**config.mk**
```make
export PLATFORM = sky130hd
export DESIGN_NAME = owcrc_unit
export DESIGN_NICKNAME = d
export VERILOG_FILES = /design/src/rtl/owcrc_pkg.sv /design/src/rtl/owcrc_step.sv /design/src/rtl/owcrc_byte_feeder.sv /design/src/rtl/owcrc_serial.sv /design/src/rtl/owcrc_unit.sv
export SDC_FILE = /design/constraint.sdc
export NUM_CORES = 1
export LEC_CHECK = 0
export BUFFER_PORTS_ARGS = -buffer_cell sky130_fd_sc_hd__clkbuf_2
export CAP_MARGIN = 20
export CORE_ASPECT_RATIO = 0.8
export CORE_MARGIN = 1
export CORE_UTILIZATION = 40
export DETAILED_ROUTE_END_ITERATION = 6
export SLEW_MARGIN = 20
export SYNTH_ARGS = -nofsm -noshare
export SYNTH_HDL_FRONTEND = slang
export SYNTH_SLANG_ARGS = --single-unit
```
**constraint.sdc**
```tcl
create_clock -name clk -period 4.1 [get_ports clk]
set_clock_uncertainty 0.05 [all_clocks]
set_input_delay 0 -clock clk [delete_from_list [all_inputs] [get_ports clk]]
set_output_delay 0 -clock clk [all_outputs]
set_load 0.01 [all_outputs]
```
**src/rtl/owcrc_pkg.sv**
```systemverilog
package owcrc_pkg;
  localparam int unsigned CRC_W = 8;
  // x^8 + x^5 + x^4 + 1 in reflected (LSB-first) form
  localparam logic [CRC_W-1:0] CRC_POLY_REFL = 8'h8C;
  localparam logic [CRC_W-1:0] CRC_SEED = '0;
  typedef logic [CRC_W-1:0] crc_t;
endpackage

```
**src/rtl/owcrc_step.sv**
```systemverilog
module owcrc_step #(
  parameter int unsigned            W    = 8,
  parameter logic [W-1:0]           POLY = 8'h8C
) (
  input  logic [W-1:0] crc_cur,
  input  logic         din,
  output logic [W-1:0] crc_nxt
);
  logic fb;
  assign fb = din ^ crc_cur[0];

  // Right shift; the feedback bit is XORed wherever the reflected polynomial has a tap.
  for (genvar i = 0; i < W - 1; i++) begin : g_low
    if (POLY[i]) begin : g_tap
      assign crc_nxt[i] = crc_cur[i+1] ^ fb;
    end else begin : g_pass
      assign crc_nxt[i] = crc_cur[i+1];
    end
  end
  if (POLY[W-1]) begin : g_top_tap
    assign crc_nxt[W-1] = fb;
  end else begin : g_top_zero
    assign crc_nxt[W-1] = 1'b0;
  end
endmodule

```
**src/rtl/owcrc_byte_feeder.sv**
```systemverilog
module owcrc_byte_feeder #(
  parameter int unsigned DATA_W = 8,
  localparam int unsigned CNT_W = $clog2(DATA_W)
) (
  input  logic              clk,
  input  logic              rst_n,
  input  logic              byte_vld_i,
  input  logic [DATA_W-1:0] byte_i,
  output logic              bit_vld_o,
  output logic              bit_o,
  output logic              busy_o
);
  logic [DATA_W-1:0] sh_q, sh_d;
  logic [CNT_W-1:0]  cnt_q, cnt_d;
  logic              accept;
  logic              load_en;

  assign busy_o    = (cnt_q != '0);
  assign accept    = byte_vld_i && !busy_o;
  assign bit_vld_o = accept || busy_o;
  assign bit_o     = busy_o ? sh_q[0] : byte_i[0];
  assign load_en   = accept || busy_o;

  always_comb begin
    sh_d  = sh_q;
    cnt_d = cnt_q;
    if (busy_o) begin
      sh_d  = sh_q >> 1;
      cnt_d = cnt_q - 1'b1;
    end else if (accept) begin
      sh_d  = byte_i >> 1;
      cnt_d = CNT_W'(DATA_W - 1);
    end
  end

  always_ff @(posedge clk or negedge rst_n) begin
    if (!rst_n) begin
      sh_q  <= '0;
      cnt_q <= '0;
    end else if (load_en) begin
      sh_q  <= sh_d;
      cnt_q <= cnt_d;
    end
  end
endmodule

```
**src/rtl/owcrc_serial.sv**
```systemverilog
module owcrc_serial
  import owcrc_pkg::*;
(
  input  logic clk,
  input  logic rst_n,
  input  logic clr_i,
  input  logic step_i,
  input  logic bit_i,
  output crc_t crc_o
);
  crc_t crc_q, crc_d, base, stepped;
  logic en;

  assign base = clr_i ? CRC_SEED : crc_q;

  owcrc_step #(.W(CRC_W), .POLY(CRC_POLY_REFL)) u_step (
    .crc_cur (base),
    .din     (bit_i),
    .crc_nxt (stepped)
  );

  assign en = clr_i || step_i;

  always_comb begin
    crc_d = step_i ? stepped : base;
  end

  always_ff @(posedge clk or negedge rst_n) begin
    if (!rst_n) begin
      crc_q <= CRC_SEED;
    end else if (en) begin
      crc_q <= crc_d;
    end
  end

  assign crc_o = crc_q;
endmodule

```
**src/rtl/owcrc_unit.sv**
```systemverilog
module owcrc_unit
  import owcrc_pkg::*;
#(
  parameter int unsigned DATA_W = 8
) (
  input  logic              clk,
  input  logic              rst_n,
  input  logic              clr_i,
  input  logic              bit_vld_i,
  input  logic              bit_i,
  input  logic              byte_vld_i,
  input  logic [DATA_W-1:0] byte_i,
  output logic              byte_busy_o,
  output logic [CRC_W-1:0]  crc_o,
  output logic              crc_zero_o
);
  logic fd_vld, fd_bit;
  logic step, step_bit;
  crc_t crc;

  owcrc_byte_feeder #(.DATA_W(DATA_W)) u_feed (
    .clk        (clk),
    .rst_n      (rst_n),
    .byte_vld_i (byte_vld_i),
    .byte_i     (byte_i),
    .bit_vld_o  (fd_vld),
    .bit_o      (fd_bit),
    .busy_o     (byte_busy_o)
  );

  // The byte feeder owns the generator whenever it steps; the serial strobe is dropped then.
  assign step     = fd_vld || bit_vld_i;
  assign step_bit = fd_vld ? fd_bit : bit_i;

  owcrc_serial u_crc (
    .clk    (clk),
    .rst_n  (rst_n),
    .clr_i  (clr_i),
    .step_i (step),
    .bit_i  (step_bit),
    .crc_o  (crc)
  );

  assign crc_o      = crc;
  assign crc_zero_o = (crc == '0);
endmodule

```
# Word-level counts from Yosys, hierarchy flattened
# Index checks and enable logic that the tools add are counted.
word_totals:
  elab_cells: 24
  ramBits: 0
  reg_bits: 19
  inputBits: 14
  latchBits: 0
  rom_bits: 0
  mem_count: 0
op_classes:
  n_mul: 0
  n_addsub: 1
  order_cmp: 0
  n_shift: 0
  n_reduce_logical: 9
  n_div: 0
  n_mux: 8
  n_eq_ne: 0
  bitwise: 3
ops:
  columns: ["op", "n"]
  rows:
  - ["8-bit 2-to-1 mux", 4]
  - ["8-bit zero test", 1]
  - ["3-bit 2-to-1 mux", 2]
  - ["1-bit logical OR", 3]
  - ["3-bit nonzero test", 1]
  - ["3-bit by 1-bit subtractor with 3-bit output (second input constant)", 1]
  - ["1-bit XOR", 3]
  - ["1-bit 2-to-1 mux", 2]
  - ["2-bit AND reduction", 1]
  - ["2-bit nonzero test", 1]
  - ["1-bit logical AND", 1]
  - ["1-bit zero test", 1]

# Longest topological paths before layout
depth:
  word_depth: 8
  depth_mapped: 7

# Hierarchy
# A second synthesis with hierarchy kept.
unflattened:
  hier_cells: 77
  area_unflattened_um2: 1034.7
modules_own_cells:
  columns: ["module", "area_each_um2", "cells_per_inst", "instances"]
  rows:
  - ["owcrc_byte_feeder", 531.8, 38, 1]
  - ["owcrc_serial", 365.4, 25, 1]
  - ["owcrc_step", 101.3, 9, 1]
  - ["owcrc_unit", 36.3, 5, 1]

# Least setup slack after synthesis
# No wires, ideal clock.
synth_timing:
  kind: "register to register"
  start: "register u_feed.cnt_q[0]"
  end: "register u_crc.crc_q[2], in the netlist u_crc.crc_o[2]"
  n_path_buf: 1
  setup_slack_ns: 2.571
  period_less_slack_ns: 1.529
  path_stages_with_launch: 8
  arrival_time_ns: 1.353
  setup_ns: 0.126
  path_cell_list: "dfrtp_1 -> inv_1 -> ha_1 -> nand2b_4 -> or3_1 -> buf_2 -> a21oi_1 -> a21oi_1"
synth_between:
  elab_chain_len: 8
  word_cells_on_any_way: 11
  classes_between: "mux (3); bitwise (2); reduce/logical (6)"
synth_rtl:
  columns: ["item", "line", "source"]
  rows:
  - ["start, declared", "owcrc_byte_feeder.sv:14", "logic [CNT_W-1:0] cnt_q, cnt_d;"]
  - ["start signal, assigned", "owcrc_byte_feeder.sv:42", "cnt_q <= cnt_d;"]
  - ["3-bit nonzero test (*)", "owcrc_byte_feeder.sv:18", "assign busy_o = (cnt_q != '0);"]
  - ["1-bit zero test", "owcrc_byte_feeder.sv:19", "assign accept = byte_vld_i && !busy_o;"]
  - ["1-bit logical AND", "owcrc_byte_feeder.sv:19", null]
  - ["1-bit logical OR", "owcrc_byte_feeder.sv:20", "assign bit_vld_o = accept || busy_o;"]
  - ["1-bit 2-to-1 mux", "owcrc_unit.sv:33", "assign step_bit = fd_vld ? fd_bit : bit_i;"]
  - ["1-bit XOR", "owcrc_step.sv:10", "assign fb = din ^ crc_cur[0];"]
  - ["1-bit XOR", "owcrc_step.sv:15", "assign crc_nxt[i] = crc_cur[i+1] ^ fb;"]
  - ["8-bit 2-to-1 mux", "owcrc_serial.sv:25", "crc_d = step_i ? stepped : base;"]
  - ["end signal, assigned", "owcrc_serial.sv:32", "crc_q <= crc_d;"]
  - ["end, declared", "owcrc_serial.sv:11", "crc_t crc_q, crc_d, base, stepped;"]
# Mark *: on every way between the ends. The rest lies on a longest branch, timed or not.
# A chain may end at the register's enable or synchronous reset.

# Final worst setup path
layout_timing:
  start: "register u_feed.cnt_q[0]"
  end: "register u_crc.crc_q[0], in the netlist u_crc.crc_o[0]"
layout_between:
  elab_chain_len: 6
  word_cells_on_any_way: 7
  classes_between: "mux (1); reduce/logical (6)"
layout_rtl:
  columns: ["item", "line", "source"]
  rows:
  - ["3-bit nonzero test (*)", "owcrc_byte_feeder.sv:18", null]
  - ["1-bit zero test", "owcrc_byte_feeder.sv:19", null]
  - ["1-bit logical AND", "owcrc_byte_feeder.sv:19", null]
  - ["1-bit logical OR (*)", "owcrc_byte_feeder.sv:20", null]
  - ["1-bit logical OR (*)", "owcrc_unit.sv:32", "assign step = fd_vld || bit_vld_i;"]
  - ["8-bit 2-to-1 mux or 1-bit logical OR (tied branches)", "owcrc_serial.sv:25, owcrc_serial.sv:22", null]
# Marks and branches as above.

==> metrics <==
status=finished, final reports clean; final worst path period share=a little under three fifths; Layout Cells excl Fill=150; max frequency=about 0.43 GHz; min Tclk post-route=~2300 ps; layout overhead on the synthesized area=29.26%; die outline width=between 50 and 60 um; total of flip-flops plus latches after synthesis=18; total leakage power=~0.59 nW; most area-hungry cell type in the Yosys netlist=dfrtp_1; source of the worst register-to-register timing path=u_feed.cnt_q[0]; sequential share of the synthesized area=between 40% and 50%; critical path data arrival time=2450 ps; clock insertion delay at the later pin of the skew report=roughly 290 ps; TritonCTS clock tree=built; number of pins exceeding their max-slew limit in the final report=0; Max clock buf depth=2; Routed WL per cell=approximately 12 um; final antenna diode count=0; detailed-route via count=about 750; initial standard-cell utilization of the core=a little over two fifths; DRT antenna net count=0; nature of the critical path endpoint=flip-flop; number of clock buffers inserted by TritonCTS=3; required time worst endpoint=about 4200 ps; number of port buffers=23; count of hold buffers inserted by post-cts repair=11; Post-Synthesis Cell Area=910.9 sq um; postcts setup bufs=0; number of global-route vias before repair=approximately 670; area of the core region=around 0.0022 sq mm; area share of the leading cell type in the synthesized netlist=49.45%; Reg clk slew, reported paths=approximately 100 ps; dpl cell area=0.001031 sq mm; HPWL Detailed=between 1000 and 1500 um; aggregate global-route resource usage=between 10% and 20%; startpoint class of the critical path=flip-flop; wire length of the first global-routing pass=2904 um; sequential power share=between 40 and 50%; initial antenna violation count=0; Max rail drop VDD=about 0.33 mV; net switching power figure=0.0002151 W; Final Routed Wirelength=about 1700 um; CTS H-tree lvls=1; power density of the placed cells=roughly 530 mW/mm^2; # resized after CTS=0; count of placed standard cells including taps=around 140; capturing point of the worst reg2reg path=u_crc.crc_o[0]; total die area=around 0.0025 sq mm; fraction of final layout cells sized beyond drive strength 1=around a quarter; critical path start-end classification=flip-flop to flip-flop; number of warnings reported in the yosys synthesis log=0; count of cells along the worst register-to-register path=7; sequential cell area in the final layout=between 400 and 500 sq um; synthesized area per cell=10.01 sq um; DRC violations left=0; RSZ-0062 raised after global routing=false; final-report setup violation count=0; Mapped Nets=about 110; fill cell instance count of the final layout=roughly 200; number of rows in the core area=15; sw frac=about a third; post-synthesis instance total=91; critical-path maximum fanout=20; slew at the pin closest to its max-slew limit=about 510 ps; Comb pwr share=between 30% and 40%; r2r setup slk=1780 ps; Final TNS setup=0 ps; area occupied by multi-input gates=between 400 and 500 sq um; cells taking the most area after synthesis=dfrtp_1 49%, mux2i_1 8.8%, nand2_1 7.8%; Remaining Overflow, GRT=0; DRC marker count from the first detailed-route iteration=14; internal power of the cells=~0.00040 W; PnR Total Power=slightly above 0.0006 W; number of primary I/O pins=24; layout net count=roughly 140; clock share of power=between 15 and 20%; CTS Sinks=18; count of distinct cell types in the synthesized netlist=20; buffer cell driving the clock tree root=clkbuf_4; Non-Filler Cell Area, Final=~0.0012 sq mm; number of max-cap violations=0; worst slew slack as a fraction of its limit=between 60% and 70%; die height=between 40 and 50 um; number of search-and-repair iterations in the first detailed-routing pass=4; number of vias per cell after detailed routing=roughly 5; weighted congestion at the end of routability-driven global placement=0.6703; HP Class=input port to async pin; share of the core filled with cells=a little over half; Hold Fails Final Rpt=0; largest net degree at the start of global routing=21
==> layout by cell type (no fill, tap or decap) <==
cell and instances:
a211oi_1 1, nor3_1 2, clkbuf_2 23, nor2b_1 1, ha_1 2, mux2i_4 1, or4_1 2, o21ai_0 6
nand2_1 19, or3_1 1, inv_1 3, mux2i_1 8, clkbuf_4 3, dfrtp_1 18, nor2_1 3, nand2b_4 1
xnor2_1 3, mux2_4 1, clkbuf_8 1, dlygate4sd3_1 11, a21oi_1 13, xor2_1 2
==> layer usage <==
layer / share of wire [%] / routed length, um / vias up / GRT usage (%)
met3: 4.4 / 77 / 2 / 6.140
met4: 0.80 / 14 / 0 / 4.500
met5: 0 / 0 / - / 0
met2: 45 / 783 / 18 / 24.58
li1: - / - / 374 / -
met1: 50 / 870 / 354 / 20.63
==> layout make-up <==
type                            instances  share of cell area [%]
Clock buffer                            4                   3.082
Timing Repair Buffer                   34                   19.13
Tap cell                               25                   2.657
Inverter                                3                  0.9564
Sequential cell                        18                   38.26
Multi-Input combinational cell         66                   35.92
==> critical path, stage by stage (launching register included) <==
cell           delay (ps)
dfrtp_1               410
inv_1                  90
ha_1                  240
nand2b_4              170
or3_1                 510
nand2_1               130
a21oi_1                60
dlygate4sd3_1         550
==> synthesized netlist by cell type, drive strengths merged <==
master / n
a211oi: 1
nor3: 2
nand2: 19
mux2i: 9
nor2: 3
nand2b: 1
a21oi: 13
or3: 1
mux2: 1
xor2: 2
buf: 4
or4: 2
dfrtp: 18
xnor2: 3
inv: 3
ha: 2
o21ai: 6
nor2b: 1
==> cell families (layout without fill, tap and decap cells) <==
family,Yosys count,after routing,synth area share [%]
XOR/XNOR,5,5,4.809
buffers and inverters,7,41,4.120
AO/OA/AOI/OAI,20,20,11.26
multiplexers,10,10,12.91
adder cells (fa/ha/maj),2,2,2.747
AND/OR/NAND/NOR,29,29,14.70
flip-flops,18,18,49.45
==> power by group through the flow <==
stage / Combinational, W / Sequential, W / Clock [W]
floorplan: 0.000171 / 0.000277 / 0
global placement: 0.000225 / 0.000276 / 0
detailed placement: 0.000230 / 0.000279 / 0
CTS: 0.000240 / 0.000275 / 0.000113
global route: 0.000271 / 0.000283 / 0.000122
finish: 0.000236 / 0.000275 / 0.000107
==> registers in the layout, summed over array words and instances, names as in the netlist <==
name	count
u_feed.cnt_q	3
u_feed.sh_q	7
u_crc.crc_o	8
==> metrics by stage <==
stage	hold slack (ps)	worst slack (ps)
floorplan	-345.6	2571
global placement	-81.76	2373
detailed placement	-82.75	2307
CTS	138.8	1790
global route	148.4	1639
finish	132.3	1777
==> worst max path at each step <==
stage | cells after the start | endpoint | slack (ps) | startpoint
final | 7 | u_crc.crc_o[0] | 1780 | u_feed.cnt_q[0]
after global routing | 7 | u_crc.crc_o[0] | 1640 | u_feed.cnt_q[0]
after CTS | 7 | u_crc.crc_o[0] | 1790 | u_feed.cnt_q[0]
after detailed placement | 6 | u_crc.crc_o[7] | 2310 | u_feed.cnt_q[0]
after global placement | 6 | u_crc.crc_o[3] | 2370 | u_feed.cnt_q[0]
after floorplan | 7 | u_crc.crc_o[2] | 2570 | u_feed.cnt_q[0]
No activity file was read; power rests on OpenSTA's default activity.
